File: config.mk
export PLATFORM = sky130hd
export DESIGN_NAME = pwr_seq_ctrl
export DESIGN_NICKNAME = d
export VERILOG_FILES = /design/src/rtl/pwrseq_pkg.sv /design/src/rtl/ext_rst_sync.sv /design/src/rtl/startup_timer.sv /design/src/rtl/flag_unit.sv /design/src/rtl/pwr_seq_ctrl.sv
export SDC_FILE = /design/constraint.sdc
export NUM_CORES = 1
export LEC_CHECK = 0
export BUFFER_PORTS_ARGS = -buffer_cell sky130_fd_sc_hd__buf_2
export CORE_MARGIN = 4
export CORE_UTILIZATION = 48
export DETAILED_ROUTE_END_ITERATION = 10
export PLACE_DENSITY = 0.68
export SLEW_MARGIN = 30
export SYNTH_ARGS = -nofsm -noshare
export SYNTH_HDL_FRONTEND = slang
export SYNTH_SLANG_ARGS = --single-unit
export TNS_END_PERCENT = 1
File: constraint.sdc
create_clock -name clk -period 1.4 [get_ports clk]
set_input_delay 0.14 -clock clk [delete_from_list [all_inputs] [get_ports clk]]
set_output_delay 0.14 -clock clk [all_outputs]
set_load 0.02 [all_outputs]
File: src/rtl/pwrseq_pkg.sv
// Package: shared types of the reset and low-power controller.
// Assumes: nothing beyond IEEE 1800-2017.
package pwrseq_pkg;
    typedef enum logic [1:0] {
        ST_RUN   = 2'd0,
        ST_HALT  = 2'd1,
        ST_START = 2'd2
    } seq_state_t;
endpackage

File: src/rtl/ext_rst_sync.sv
// Module: ext_rst_sync
// Brings the asynchronous active-low reset pin into the clock domain through
// a chain of STAGES flops. It presents 'hit' as an active-high, synchronous
// reset request. Assumes STAGES >= 2. Power-on fills the chain with ones,
// so no request is seen until the pin is actually driven low.
module ext_rst_sync #(
    parameter int STAGES = 2
) (
    input  logic clk,
    input  logic por_n,
    input  logic pin_n,
    output logic hit
);
    logic [STAGES-1:0] chain;

    generate
        for (genvar g = 0; g < STAGES; g++) begin : g_stage
            if (g == 0) begin : g_first
                // First stage: capture the raw pin.
                always_ff @(posedge clk) begin
                    if (!por_n) chain[0] <= 1'b1;
                    else        chain[0] <= pin_n;
                end
            end else begin : g_next
                // Later stages: shift the sampled level along.
                always_ff @(posedge clk) begin
                    if (!por_n) chain[g] <= 1'b1;
                    else        chain[g] <= chain[g-1];
                end
            end
        end
    endgenerate

    assign hit = ~chain[STAGES-1];
endmodule

File: src/rtl/startup_timer.sv
// Module: startup_timer
// Counts the start-up wait. 'clear' restarts the count at zero. While 'run'
// is high the count advances once per cycle. 'done' is high in the last
// cycle of a wait of DELAY cycles. Assumes DELAY >= 2.
module startup_timer #(
    parameter int DELAY = 1024
) (
    input  logic clk,
    input  logic por_n,
    input  logic clear,
    input  logic run,
    output logic done
);
    localparam int CNT_W = $clog2(DELAY) + 1;
    localparam logic [CNT_W-1:0] LAST = CNT_W'(DELAY - 1);

    logic [CNT_W-1:0] cnt;

    assign done = run && !clear && (cnt == LAST);

    // Count the wait; restart on clear, hold once finished.
    always_ff @(posedge clk) begin
        if (!por_n)                cnt <= '0;
        else if (clear)            cnt <= '0;
        else if (run && !done)     cnt <= cnt + 1'b1;
    end
endmodule

File: src/rtl/flag_unit.sv
// Module: flag_unit
// Holds the TO and PD status flags. Power-on clears both. An external reset
// and a watchdog time-out each update them by their own rule, chosen by
// whether the core is halted. An accepted halt sets PD and clears TO.
// Assumes the caller has already applied priority to halt_take. Inside this
// unit, an external reset takes precedence over a watchdog time-out.
module flag_unit (
    input  logic clk,
    input  logic por_n,
    input  logic ext_hit,
    input  logic wdt_hit,
    input  logic halt_take,
    input  logic halted,
    output logic flag_to,
    output logic flag_pd
);
    // Apply the source- and state-dependent flag rule.
    always_ff @(posedge clk) begin
        if (!por_n) begin
            flag_to <= 1'b0;
            flag_pd <= 1'b0;
        end else if (ext_hit) begin
            if (halted) begin
                flag_to <= 1'b0;
                flag_pd <= 1'b1;
            end
        end else if (wdt_hit) begin
            flag_to <= 1'b1;
            if (halted) flag_pd <= 1'b1;
        end else if (halt_take) begin
            flag_to <= 1'b0;
            flag_pd <= 1'b1;
        end
    end
endmodule

File: src/rtl/pwr_seq_ctrl.sv
// Module: pwr_seq_ctrl (top)
// Runs the core through three states: running, halted and the start-up
// wait. It merges power-on, external-pin and watchdog resets into one core
// reset. It gates the system clock and raises a late interrupt-service pulse
// after an interrupt wake-up. Assumes clk is the free-running oscillator
// clock and por_n is synchronous to it.
module pwr_seq_ctrl #(
    parameter int DELAY       = 1024,
    parameter int SYNC_STAGES = 2
) (
    input  logic clk,
    input  logic por_n,
    input  logic ext_rst_pin_n,
    input  logic wdt_to,
    input  logic halt_req,
    input  logic wake_evt,
    input  logic irq_wake,
    output logic sys_clk_en,
    output logic core_rst,
    output logic ready,
    output logic irq_svc,
    output logic flag_to,
    output logic flag_pd
);
    import pwrseq_pkg::*;

    seq_state_t state;
    logic       by_reset;
    logic       irq_pend;
    logic       ext_hit;
    logic       rst_evt;
    logic       halt_take;
    logic       wake_take;
    logic       wait_done;

    ext_rst_sync #(.STAGES(SYNC_STAGES)) u_sync (
        .clk   (clk),
        .por_n (por_n),
        .pin_n (ext_rst_pin_n),
        .hit   (ext_hit)
    );

    assign rst_evt   = ext_hit | wdt_to;
    assign halt_take = (state == ST_RUN)  && halt_req && !rst_evt;
    assign wake_take = (state == ST_HALT) && (wake_evt || irq_wake) && !rst_evt;

    startup_timer #(.DELAY(DELAY)) u_timer (
        .clk   (clk),
        .por_n (por_n),
        .clear (rst_evt | wake_take),
        .run   (state == ST_START),
        .done  (wait_done)
    );

    flag_unit u_flags (
        .clk       (clk),
        .por_n     (por_n),
        .ext_hit   (ext_hit),
        .wdt_hit   (wdt_to),
        .halt_take (halt_take),
        .halted    (state == ST_HALT),
        .flag_to   (flag_to),
        .flag_pd   (flag_pd)
    );

    // Sequence run, halt and start-up; resets override every state.
    always_ff @(posedge clk) begin
        if (!por_n) begin
            state    <= ST_START;
            by_reset <= 1'b1;
            irq_pend <= 1'b0;
            irq_svc  <= 1'b0;
        end else begin
            irq_svc <= 1'b0;
            if (rst_evt) begin
                state    <= ST_START;
                by_reset <= 1'b1;
                irq_pend <= 1'b0;
            end else begin
                case (state)
                    ST_RUN: begin
                        if (irq_pend) begin
                            irq_svc  <= 1'b1;
                            irq_pend <= 1'b0;
                        end
                        if (halt_take) state <= ST_HALT;
                    end
                    ST_HALT: begin
                        if (wake_take) begin
                            state    <= ST_START;
                            by_reset <= 1'b0;
                            irq_pend <= irq_wake;
                        end
                    end
                    default: begin
                        if (wait_done) begin
                            state    <= ST_RUN;
                            by_reset <= 1'b0;
                        end
                    end
                endcase
            end
        end
    end

    assign sys_clk_en = (state == ST_RUN);
    assign ready      = (state != ST_START);
    assign core_rst   = (state == ST_START) && by_reset;
endmodule

==> results by group <==
Outcome
  – Outcome: finished with violations
  – Failing checks: negative setup slack

Synth
  – Asr flop ratio synth: 0%
  – Warnings from Yosys: 0
  – Ranking of synthesized cells by area: dfxtp_1 (44%), a21oi_1 (6.0%), nand2_1 (4.9%)
  – Post-Syn Area: approximately 920 sq um
  – Most instantiated library cell after synthesis: dfxtp_1
  – Commonest cells in the netlist: dfxtp_1 (20), nand2_1 (12), a21oi_1 (11), o21ai_0 (7), nor2_1 (6)
  – Mean Syn Cell Area: about 8.6 sq um
  – Yosys cell types: 36
  – Mapped Cells: between 100 and 150
  – Syn_nets: about 110
  – Main synth FF type: dfxtp_1
  – Largest area contributor in the netlist: dfxtp_1
  – EDFF count, synth: 0
  – Synth top area share: about 44%
  – Seq/Total Area, Yosys: 43.7%
  – Synth Register Bits: 20

Pwr
  – Leak: roughly 0.52 nW
  – Power Density: between 700 and 800 nW/um^2
  – Maximum VDD drop: ~0.00053 V

Clock network
  – Root buf cell: clkbuf_4
  – Clock Pin Slew Worst Setup and Hold Paths: between 0.1 and 0.15 ns
  – Worst skew pair latency: around 0.3 ns
  – Hold_buf cts: 0
  – Total CTS buffers: 3
  – Clock Path Buffers: 2
  – H-Tree Depth: 1
  – CTS tree: built
  – CTS sink count: 20

Critical path
  – Worst EP arrival: 1.71 ns
  – Peak per-stage delay on the critical path: 0.35 ns
  – Critical Path RT: 1.62 ns
  – CP max stage cell: dfxtp_2
  – Setup crit end kind: flop
  – Crit start category: flop
  – Setup CP Type: reg2reg
  – Worst-path cell chain: ha_2 -> nand2b_1 -> nor4_4 -> buf_4 -> or3_1 -> a21oi_1
  – Worst-path fanout max: 5

Floorplanning
  – Starting Density: approximately half
  – Row cnt: 15
  – # IOs: 13
  – Core area: between 1500 and 2000 sq um
  – Die height: just over 50 um
  – Die width: about 52 um
  – Die Area: approximately 2700 sq um

STA
  – RSZ-0062 raised after global routing: yes
  – Max Slew Vio Count: 0
  – Slew margin rel.: around three quarters
  – Worst-Margin Slew: 0.372 ns
  – Final worst-path cycle share: 106%
  – Post-route setup slack: -0.0864 ns
  – Min Clock Period, post-route: about 1.5 ns
  – Hold Vio Cnt, Final: 0
  – Achievable clock frequency: 673 MHz
  – Clock Skew: approximately 0.012 ns
  – Setup-failing EPs final: 6

Placed design
  – Post-DP HPWL: around 1500 um
  – Input/output buffers: 12
  – Setup Slack @ Placement: -0.0864 ns
  – Cell area after placement: roughly 1100 sq um
  – Gpl congestion: roughly 0.8

Route
  – Final WL: approximately 2300 um
  – Via-to-Cell Ratio: 5.40
  – Via count: between 900 and 1000
  – DRC errors left: 0
  – Drt pass-1 iters: 4
  – Post-route ant nets: 0
  – DRT iter0 DRCs: 12
  – Routed len/inst: about 13 um

Layout
  – Layout cell share with drive strength beyond 1: a little over two fifths
  – Antenna cells: 0
  – Fin area: ~1300 sq um
  – Register area: roughly 400 sq um
  – FILL cells: about 140
  – Nets: between 150 and 200
  – Layout area overhead: 39.3%
  – Area of the multi-input gates: between 500 and 600 sq um

Global routing
  – Grt ovf: 0
  – Largest net degree at the start of global routing: 12
  – Global-route wire length before repair: roughly 3800 um
  – Initial antenna violation count: 0
  – Vias in the first global route: roughly 890
  – Gr usage total: between 10% and 20%

Run
  – Max-cap violation count: 0

Hold path
  – Worst Hold Class: in2reg
[sequential cells by signal, indices dropped and copies added (netlist names)]
name	count
by_reset	1
u_flags.flag_to	1
u_sync.chain	2
u_timer.cnt	11
u_flags.flag_pd	1
irq_pend	1
state	2
irq_svc	1
[metrics by stage]
step           power [mW]  hold WS (ns)  TNS [ns]  util, %  std cells
6_report            0.985        0.0267    -0.291     72.3        167
5_1_grt              1.02        0.0185     -1.03     72.3        167
4_1_cts             0.986        0.0146   -0.0968     70.4        166
3_5_place_dp        0.651         0.330    -0.407     63.4        158
3_3_place_gp        0.648         0.322   -0.0870     63.4        158
2_1_floorplan       0.619         0.213    -0.111        -        106
[layout by cell type (no fill, tap or decap), types with 2 or more instances in the layout]
cell type,n
a21oi_1,9
a21oi_2,2
a31oi_1,2
buf_2,12
buf_4,22
clkbuf_4,3
dfxtp_1,12
dfxtp_2,8
inv_1,4
nand2_1,11
nand2b_1,4
nand3b_1,3
nor2_1,5
nor2b_1,3
nor4_4,2
o21ai_0,7
o31ai_1,2
or3_1,5
[power breakdown]
group          switching, mW  internal (mW)
clock                  0.181          0.159
combinational         0.0334         0.0312
sequential           0.00449          0.577
total                  0.219          0.767
[worst max-delay path: cells and delay by family, from the launching register on]
family	cells	cell delay [ns]
AND/OR/NAND/NOR	3	0.54
flip-flops	1	0.35
adder cells (fa/ha/maj)	1	0.19
AO/OA/AOI/OAI	1	0.18
buffers and inverters	1	0.15
[layout make-up]
| class | count | share of cell area, % |
|---|---|---|
| well taps | 25 | 2.45 |
| inverters | 4 | 1.18 |
| clock buffers | 4 | 2.84 |
| repair buffers | 35 | 18.5 |
| multi-input cells | 79 | 42.8 |
| flip-flops and latches | 20 | 32.2 |
[what timing repair did]
item / CTS / global route
gates cloned: 1 / 0
buffers inserted: 3 / 1
pin swaps: 3 / 2
resized for setup: 16 / 8
setup endpoints to repair: 11 / 13
[routing by layer]
layer	share of wire [%]	wire, um	vias up	track usage (%)
li1	-	-	462	-
met1	46	1030	424	21.9
met2	50	1120	13	34.1
met3	3.6	82	2	2.58
met4	0.84	19	0	7.86
met5	0	0	-	0
[cells by family after synthesis]
logic type | share of synthesized area [%]
and+or+nand+nor | 30.6
DFF | 43.7
AOI/OAI and AO/OA | 19.0
buffers and inverters | 4.23
adders and majority gates | 1.37
muxes | 1.09
[path summary, 6_finish.rpt]
kind	start	end	slack, ns	cells after the start
hold reg to reg	u_sync.chain[0]$_SDFF_PN1_	u_sync.chain[1]$_SDFF_PN1_	0.42	1
setup / recovery	u_timer.cnt[0]$_SDFFE_PP0P_	u_timer.cnt[5]$_SDFFE_PP0P_	-0.09	6
hold / removal	ext_rst_pin_n	u_sync.chain[0]$_SDFF_PN1_	0.03	2
setup reg to reg	u_timer.cnt[0]$_SDFFE_PP0P_	u_timer.cnt[5]$_SDFFE_PP0P_	-0.09	6
(Power assumes the default switching activity.)
